## config.mk

```make
export PLATFORM = sky130hd
export DESIGN_NAME = bb_alias_xlate
export DESIGN_NICKNAME = d
export VERILOG_FILES = /design/src/rtl/bb_pkg.sv /design/src/rtl/bb_addr_map.sv /design/src/rtl/bb_bit_lane.sv /design/src/rtl/bb_ctrl.sv /design/src/rtl/bb_alias_xlate.sv
export SDC_FILE = /design/constraint.sdc
export NUM_CORES = 1
export LEC_CHECK = 0
export ABC_CLOCK_PERIOD_IN_PS = 2000
export BUFFER_PORTS_ARGS = -buffer_cell sky130_fd_sc_hd__buf_2
export CAP_MARGIN = 20
export CORE_UTILIZATION = 46
export CTS_CLUSTER_DIAMETER = 60
export DETAILED_ROUTE_END_ITERATION = 6
export GPL_ROUTABILITY_DRIVEN = 0
export PLACE_DENSITY_LB_ADDON = 0.05
export REMOVE_ABC_BUFFERS = 1
export SYNTH_ARGS = -nofsm -noshare
export SYNTH_HDL_FRONTEND = slang
export SYNTH_SLANG_ARGS = --single-unit
```

## constraint.sdc

```tcl
create_clock -name clk -period 2 [get_ports clk]
set_input_delay 0.1 -clock clk [delete_from_list [all_inputs] [get_ports clk]]
set_output_delay 0.1 -clock clk [all_outputs]
set_load 0.01 [all_outputs]
```

## src/rtl/bb_pkg.sv

```systemverilog
package bb_pkg;
  typedef enum logic [2:0] {
    ST_IDLE,
    ST_RD_REQ,
    ST_RD_WAIT,
    ST_WR_REQ,
    ST_WR_WAIT,
    ST_RESP
  } bb_state_e;

  localparam logic [1:0] SZ_B1 = 2'd0;
  localparam logic [1:0] SZ_B2 = 2'd1;
  localparam logic [1:0] SZ_B4 = 2'd2;

  function automatic int unsigned size_bytes(input logic [1:0] sz);
    return 32'd1 << sz;
  endfunction
endpackage

```

## src/rtl/bb_addr_map.sv

```systemverilog
module bb_addr_map #(
  parameter int ADDR_W = 32,
  parameter int WIN_W  = 25,
  parameter int DATA_W = 32,
  parameter int POS_W  = $clog2(DATA_W),
  parameter logic [ADDR_W-1:0] BASE_ADDR = 32'h2000_0000
) (
  input  logic [WIN_W-1:0]  offset,
  input  logic [1:0]        size,
  output logic [ADDR_W-1:0] addr,
  output logic [POS_W-1:0]  bitpos,
  output logic              legal
);
  import bb_pkg::*;
  // one alias word (4 bytes) per bit: 2 bits of word offset + 3 bits of bit-in-byte
  localparam int SHIFT = 2 + $clog2(8);

  logic [ADDR_W-1:0] raw;
  logic [ADDR_W-1:0] lane_lo;
  logic [POS_W-1:0]  pos_mask;

  assign raw = BASE_ADDR | ADDR_W'(offset >> SHIFT);

  always_comb begin
    legal    = 1'b1;
    lane_lo  = '0;
    pos_mask = POS_W'(7);
    case (size)
      SZ_B1: begin lane_lo = ADDR_W'(0); pos_mask = POS_W'(7);  end
      SZ_B2: begin lane_lo = ADDR_W'(1); pos_mask = POS_W'(15); end
      SZ_B4: begin lane_lo = ADDR_W'(3); pos_mask = POS_W'(31); end
      default: legal = 1'b0;
    endcase
  end

  assign addr   = raw & ~lane_lo;
  assign bitpos = POS_W'(offset >> 2) & pos_mask;
endmodule

```

## src/rtl/bb_bit_lane.sv

```systemverilog
module bb_bit_lane #(
  parameter int DATA_W = 32,
  parameter int POS_W  = $clog2(DATA_W)
) (
  input  logic [DATA_W-1:0] rdata,
  input  logic [POS_W-1:0]  bitpos,
  input  logic [1:0]        size,
  input  logic              bit_val,
  output logic              bit_out,
  output logic [DATA_W-1:0] wb_data
);
  localparam int LANES = DATA_W / 8;

  logic [DATA_W-1:0] smask;
  logic [DATA_W-1:0] sel;
  logic [3:0]        nbytes;

  assign nbytes = 4'd1 << size;

  for (genvar g = 0; g < LANES; g++) begin : g_lane
    assign smask[g*8 +: 8] = {8{(g < int'(nbytes))}};
  end

  assign sel     = DATA_W'(1) << bitpos;
  assign bit_out = |(rdata & sel);
  assign wb_data = ((rdata & smask) & ~sel) | (bit_val ? sel : '0);
endmodule

```

## src/rtl/bb_ctrl.sv

```systemverilog
module bb_ctrl
  import bb_pkg::*;
#(
  parameter int ADDR_W = 32,
  parameter int DATA_W = 32,
  parameter int POS_W  = $clog2(DATA_W)
) (
  input  logic              clk,
  input  logic              rst,
  input  logic              s_req_valid,
  output logic              s_req_ready,
  input  logic [1:0]        s_req_size,
  input  logic              s_req_write,
  input  logic              s_req_bit,
  output logic              s_rsp_valid,
  input  logic              s_rsp_ready,
  output logic [DATA_W-1:0] s_rsp_rdata,
  output logic              s_rsp_err,
  input  logic [ADDR_W-1:0] map_addr,
  input  logic [POS_W-1:0]  map_pos,
  input  logic              map_legal,
  output logic [POS_W-1:0]  q_pos,
  output logic              q_bit,
  input  logic              lane_bit,
  input  logic [DATA_W-1:0] lane_wb,
  output logic              m_req_valid,
  input  logic              m_req_ready,
  output logic [ADDR_W-1:0] m_req_addr,
  output logic [1:0]        m_req_size,
  output logic              m_req_write,
  output logic [DATA_W-1:0] m_req_wdata,
  output logic              m_req_lock,
  input  logic              m_rsp_valid,
  input  logic              m_rsp_err
);
  bb_state_e state;
  logic      q_wr;

  assign s_req_ready = (state == ST_IDLE);

  always_ff @(posedge clk) begin
    if (rst) begin
      state       <= ST_IDLE;
      q_wr        <= 1'b0;
      q_pos       <= '0;
      q_bit       <= 1'b0;
      s_rsp_valid <= 1'b0;
      s_rsp_rdata <= '0;
      s_rsp_err   <= 1'b0;
      m_req_valid <= 1'b0;
      m_req_addr  <= '0;
      m_req_size  <= SZ_B1;
      m_req_write <= 1'b0;
      m_req_wdata <= '0;
      m_req_lock  <= 1'b0;
    end else begin
      case (state)
        ST_IDLE: if (s_req_valid) begin
          q_wr  <= s_req_write;
          q_pos <= map_pos;
          q_bit <= s_req_bit;
          if (!map_legal) begin
            s_rsp_valid <= 1'b1;
            s_rsp_err   <= 1'b1;
            s_rsp_rdata <= '0;
            state       <= ST_RESP;
          end else begin
            m_req_valid <= 1'b1;
            m_req_write <= 1'b0;
            m_req_addr  <= map_addr;
            m_req_size  <= s_req_size;
            m_req_wdata <= '0;
            m_req_lock  <= s_req_write;
            state       <= ST_RD_REQ;
          end
        end
        ST_RD_REQ: if (m_req_ready) begin
          m_req_valid <= 1'b0;
          state       <= ST_RD_WAIT;
        end
        ST_RD_WAIT: if (m_rsp_valid) begin
          if (m_rsp_err || !q_wr) begin
            m_req_lock  <= 1'b0;
            s_rsp_valid <= 1'b1;
            s_rsp_err   <= m_rsp_err;
            s_rsp_rdata <= m_rsp_err ? '0 : DATA_W'(lane_bit);
            state       <= ST_RESP;
          end else begin
            m_req_valid <= 1'b1;
            m_req_write <= 1'b1;
            m_req_wdata <= lane_wb;
            state       <= ST_WR_REQ;
          end
        end
        ST_WR_REQ: if (m_req_ready) begin
          m_req_valid <= 1'b0;
          state       <= ST_WR_WAIT;
        end
        ST_WR_WAIT: if (m_rsp_valid) begin
          m_req_lock  <= 1'b0;
          m_req_write <= 1'b0;
          s_rsp_valid <= 1'b1;
          s_rsp_err   <= m_rsp_err;
          s_rsp_rdata <= '0;
          state       <= ST_RESP;
        end
        ST_RESP: if (s_rsp_ready) begin
          s_rsp_valid <= 1'b0;
          state       <= ST_IDLE;
        end
        default: state <= ST_IDLE;
      endcase
    end
  end

  // both phases of a read-modify-write carry the lock
  a_r7_lock_on_write: assert property (@(posedge clk) disable iff (rst)
    m_req_valid && m_req_write |-> m_req_lock);
  a_r7_lock_kept: assert property (@(posedge clk) disable iff (rst)
    m_req_valid && !m_req_write && m_req_lock && m_req_ready |=> m_req_lock);
  // handshakes hold their payload
  a_r8_req_hold: assert property (@(posedge clk) disable iff (rst)
    m_req_valid && !m_req_ready |=> m_req_valid && $stable(m_req_addr) && $stable(m_req_wdata));
  a_r8_rsp_hold: assert property (@(posedge clk) disable iff (rst)
    s_rsp_valid && !s_rsp_ready |=> s_rsp_valid && $stable(s_rsp_rdata) && $stable(s_rsp_err));
  a_r8_busy: assert property (@(posedge clk) disable iff (rst)
    s_rsp_valid |-> !s_req_ready);
  // memory address is aligned to the access size
  a_r1_aligned: assert property (@(posedge clk) disable iff (rst)
    m_req_valid |-> ((m_req_size == SZ_B4) ? (m_req_addr[1:0] == 2'b00) :
                     (m_req_size == SZ_B2) ? (m_req_addr[0] == 1'b0) : 1'b1));
  // only legal sizes reach memory
  a_r2_size_legal: assert property (@(posedge clk) disable iff (rst)
    m_req_valid |-> m_req_size != 2'd3);
  // read data carries a single bit
  a_r4_one_bit: assert property (@(posedge clk) disable iff (rst)
    s_rsp_valid |-> s_rsp_rdata[DATA_W-1:1] == '0);
  // byte write-back leaves upper lanes zero
  a_r5_upper_zero: assert property (@(posedge clk) disable iff (rst)
    m_req_valid && m_req_write && m_req_size == SZ_B1 |-> m_req_wdata[DATA_W-1:8] == '0);
endmodule

```

## src/rtl/bb_alias_xlate.sv

```systemverilog
module bb_alias_xlate #(
  parameter int ADDR_W = 32,
  parameter int WIN_W  = 25,
  parameter int DATA_W = 32,
  parameter logic [ADDR_W-1:0] BASE_ADDR = 32'h2000_0000
) (
  input  logic              clk,
  input  logic              rst,
  input  logic              s_req_valid,
  output logic              s_req_ready,
  input  logic [WIN_W-1:0]  s_req_offset,
  input  logic [1:0]        s_req_size,
  input  logic              s_req_write,
  input  logic [DATA_W-1:0] s_req_wdata,
  output logic              s_rsp_valid,
  input  logic              s_rsp_ready,
  output logic [DATA_W-1:0] s_rsp_rdata,
  output logic              s_rsp_err,
  output logic              m_req_valid,
  input  logic              m_req_ready,
  output logic [ADDR_W-1:0] m_req_addr,
  output logic [1:0]        m_req_size,
  output logic              m_req_write,
  output logic [DATA_W-1:0] m_req_wdata,
  output logic              m_req_lock,
  input  logic              m_rsp_valid,
  input  logic [DATA_W-1:0] m_rsp_rdata,
  input  logic              m_rsp_err
);
  localparam int POS_W = $clog2(DATA_W);

  logic [ADDR_W-1:0] map_addr;
  logic [POS_W-1:0]  map_pos;
  logic              map_legal;
  logic [POS_W-1:0]  q_pos;
  logic              q_bit;
  logic              lane_bit;
  logic [DATA_W-1:0] lane_wb;
  logic              unused_wdata;

  assign unused_wdata = ^s_req_wdata[DATA_W-1:1];

  bb_addr_map #(
    .ADDR_W(ADDR_W), .WIN_W(WIN_W), .DATA_W(DATA_W), .POS_W(POS_W), .BASE_ADDR(BASE_ADDR)
  ) u_map (
    .offset(s_req_offset), .size(s_req_size),
    .addr(map_addr), .bitpos(map_pos), .legal(map_legal)
  );

  bb_bit_lane #(.DATA_W(DATA_W), .POS_W(POS_W)) u_lane (
    .rdata(m_rsp_rdata), .bitpos(q_pos), .size(m_req_size), .bit_val(q_bit),
    .bit_out(lane_bit), .wb_data(lane_wb)
  );

  bb_ctrl #(.ADDR_W(ADDR_W), .DATA_W(DATA_W), .POS_W(POS_W)) u_ctrl (
    .clk(clk), .rst(rst),
    .s_req_valid(s_req_valid), .s_req_ready(s_req_ready),
    .s_req_size(s_req_size), .s_req_write(s_req_write), .s_req_bit(s_req_wdata[0]),
    .s_rsp_valid(s_rsp_valid), .s_rsp_ready(s_rsp_ready),
    .s_rsp_rdata(s_rsp_rdata), .s_rsp_err(s_rsp_err),
    .map_addr(map_addr), .map_pos(map_pos), .map_legal(map_legal),
    .q_pos(q_pos), .q_bit(q_bit),
    .lane_bit(lane_bit), .lane_wb(lane_wb),
    .m_req_valid(m_req_valid), .m_req_ready(m_req_ready), .m_req_addr(m_req_addr),
    .m_req_size(m_req_size), .m_req_write(m_req_write), .m_req_wdata(m_req_wdata),
    .m_req_lock(m_req_lock), .m_rsp_valid(m_rsp_valid), .m_rsp_err(m_rsp_err)
  );
endmodule

```

==> results.json <==
{
  "core-area_um2": 8382,
  "critPathCaptureType": "flip-flop",
  "min_from": "s_req_offset[4]",
  "critical_path.reg2reg.endpoint": "u_ctrl.m_req_wdata[25]",
  "finalHoldViolations": 0,
  "clkTransAtPathRegs_ns": 0.09,
  "path_cells": "buf_4, nand2_1, nor2_1, a21oi_1, a31oi_1, a2bb2oi_1, nor2_1",
  "power_leakage_nw": 2.302,
  "layout.nets": 806,
  "die_area_um2": 9198,
  "max_cap_viol_count": 0,
  "placed_area_um2": 4758,
  "clock-sinks": 71,
  "final_cells": 815,
  "p_per_area_nw_per_um2": 820.2,
  "antenna_found_initial": 0,
  "antennaDiodeCount": 0,
  "drc": 0,
  "clock_path_buffers": 2,
  "r2r_slack_ns": 0.17,
  "nFillCells": 793,
  "avgSynthCellArea_um2": 7.205,
  "wire_per_inst_um": 13.56,
  "multi_input_comb_area_um2": 2257,
  "start_kind": "flip-flop",
  "ys_seq_elements": 71,
  "post_cts_resized": 0,
  "fmax_ghz": 0.5454,
  "grt-ovfl-total": 0,
  "async_flop_share": 0,
  "period_minus_slack_ns": 1.834,
  "tritoncts": "done",
  "post-synth-top-count-cell": "nand2_1",
  "rr_startpoint": "u_ctrl.q_pos[3]",
  "grt_max_degree": 34,
  "synthTopCellsByArea": "dfxtp_1 35%, a21oi_1 11%, nand2_1 9.0%",
  "fin_area_um2": 5172,
  "critPathCapture": "u_ctrl.m_req_wdata[25]",
  "reg2regPathDepth": 7,
  "critPathMaxStageDelay_ns": 0.53,
  "area_growth_pct": 27.51,
  "skew_ns": 0.005734,
  "yosysTopAreaCell": "dfxtp_1",
  "status": "complete, no violations",
  "critPathLaunch": "u_ctrl.q_pos[3]",
  "vias_per_cell": 5.259,
  "peakVddDrop_mv": 0.5394,
  "synthCells": 563,
  "cts_buffers": 9,
  "grt_use_total": 0.2449,
  "hpwl_um": 7791,
  "crit_arrival_ns": 2.09,
  "syn_area_um2": 4056,
  "cpMaxStageDelayCell": "dfxtp_1",
  "synth_edf_count": 0,
  "dr.pass1.iters": 5,
  "htree_levels": 3,
  "ios": 203,
  "grt_pass1_wl_um": 17470,
  "vias": 4286,
  "num_rows": 33,
  "cts_root_buf": "clkbuf_8",
  "dp.cells": 778,
  "regArea_um2": 1421,
  "tightest_slew_ns": 0.6403,
  "fin_tns_setup_ns": 0,
  "drive_gt1_frac": 0.2676,
  "drv_slew": 0,
  "layout_worst_path_cycle_share": 0.9168,
  "synth_ff_type": "dfxtp_1",
  "synth_cell_types": 50,
  "setup-violations-final": 0,
  "hold_path.class": "input pin to flip-flop",
  "crit_type": "flip-flop to flip-flop",
  "p_total_mw": 4.242,
  "fp.dieH_um": 95.91,
  "yosysWarnings": 0,
  "drt-total-wl_um": 11050,
  "ys_seq_area_frac": 0.3504,
  "grt_pass1_vias": 3775,
  "cp.required_ns": 2.25,
  "rsz0062_at_grt": "false",
  "first_iter_violations": 114,
  "slew_headroom": 0.5731,
  "crit_top_cell": "nor2_1",
  "clock_latency_ns": 0.35,
  "die-width_um": 95.91,
  "antenna_left": 0,
  "cp_max_fo": 10,
  "fin_util": 0.6171,
  "synth_top_cell_area_share": 0.3504,
  "portBuffers": 127,
  "start_util": 0.4840,
  "synth_commonest_cells": "97 x nand2_1, 90 x a21oi_1, 71 x dfxtp_1"
}
report_power, final:
group | switching [mW] | internal, mW | leakage [nW] | total (mW)
Combinational | 0.803 | 0.569 | 1.63 | 1.37
Clock | 0.620 | 0.591 | 0.0968 | 1.21
Sequential | 0.126 | 1.53 | 0.576 | 1.66
flip-flops by register name (all words and copies together), names as in the netlist, 2 cells and up:
register            count
u_ctrl.m_req_wdata     32
u_ctrl.m_req_addr      21
u_ctrl.q_pos            5
u_ctrl.state            3
u_ctrl.m_req_size       2
through the flow:
stage,setup slack [ns],hold slack (ns)
5_1_grt,0.01040,0.001977
3_3_place_gp,0.1986,0.3398
3_5_place_dp,0.1741,0.3467
6_report,0.1664,0.01017
2_1_floorplan,-0.03519,0.1691
4_1_cts,0.1619,0.0007530
critical path: cells and delay by family, from the launching register on:
| kind | cells | cell delay [ns] |
|---|---|---|
| AOI/OAI and AO/OA | 3 | 0.50 |
| buffers and inverters | 1 | 0.21 |
| DFF | 1 | 0.53 |
| and+or+nand+nor | 3 | 0.49 |
how the worst min path moves through the flow:
stage / to / slack [ns] / cells after the start
2_1_floorplan: u_ctrl.m_req_addr[0] / 0.17 / 1
3_3_place_gp: u_ctrl.m_req_addr[18] / 0.34 / 3
3_5_place_dp: u_ctrl.m_req_addr[18] / 0.35 / 3
4_1_cts: u_ctrl.m_req_size[1] / 0.0008 / 3
5_1_grt: u_ctrl.q_pos[2] / 0.002 / 3
6_report: u_ctrl.q_pos[2] / 0.01 / 3
placed cells by master, fill, tap and decap left out, types with 2 or more instances in the layout:
cell type,instances
a22oi_1,4
nor2b_1,4
ha_1,2
o311ai_0,3
nor3_1,6
nor2_1,57
nor3b_2,2
buf_12,4
nand4_1,2
a2bb2oi_1,9
clkbuf_8,9
mux2_2,7
buf_4,28
a21oi_1,90
nand2_1,97
and2_1,3
buf_2,127
inv_1,6
mux2i_1,6
dlygate4sd3_1,21
conb_1,42
o221ai_1,2
nand3b_1,4
nor3b_1,5
clkinvlp_4,2
nand2b_1,5
o21ai_0,8
a31oi_1,14
a21o_1,2
and3_1,3
nand3_1,40
dfxtp_1,71
inv_6,3
logic make-up after synthesis:
logic type,share of synthesized area
and+or+nand+nor,0.2647
AOI/OAI and AO/OA,0.2067
buffers and inverters,0.1311
DFF,0.3504
muxes,0.03794
adders and majority gates,0.006168
other,0.0009245
xor gates and xnor gates,0.002160
metal layers:
metal,share of wire,GRT usage,vias up
met5,0,0,-
met2,0.48,0.4190,160
met3,0.072,0.05371,18
met4,0.020,0.1032,0
met1,0.43,0.2951,1979
li1,-,-,2129
cell type report:
| class | count | share of cell area |
|---|---|---|
| Clock buffer | 9 | 0.02395 |
| Clock inverter | 7 | 0.01548 |
| Sequential cell | 71 | 0.2748 |
| Timing Repair Buffer | 180 | 0.2196 |
| Inverter | 6 | 0.004354 |
| Tap cell | 105 | 0.02540 |
| Multi-Input combinational cell | 437 | 0.4364 |
timing repair:
item / in CTS / in global routing
hold endpoints to repair: 21 / 0
hold buffers: 21 / 0
buffers inserted: 0 / 0
Note: power is estimated with default switching activity, not from simulation.
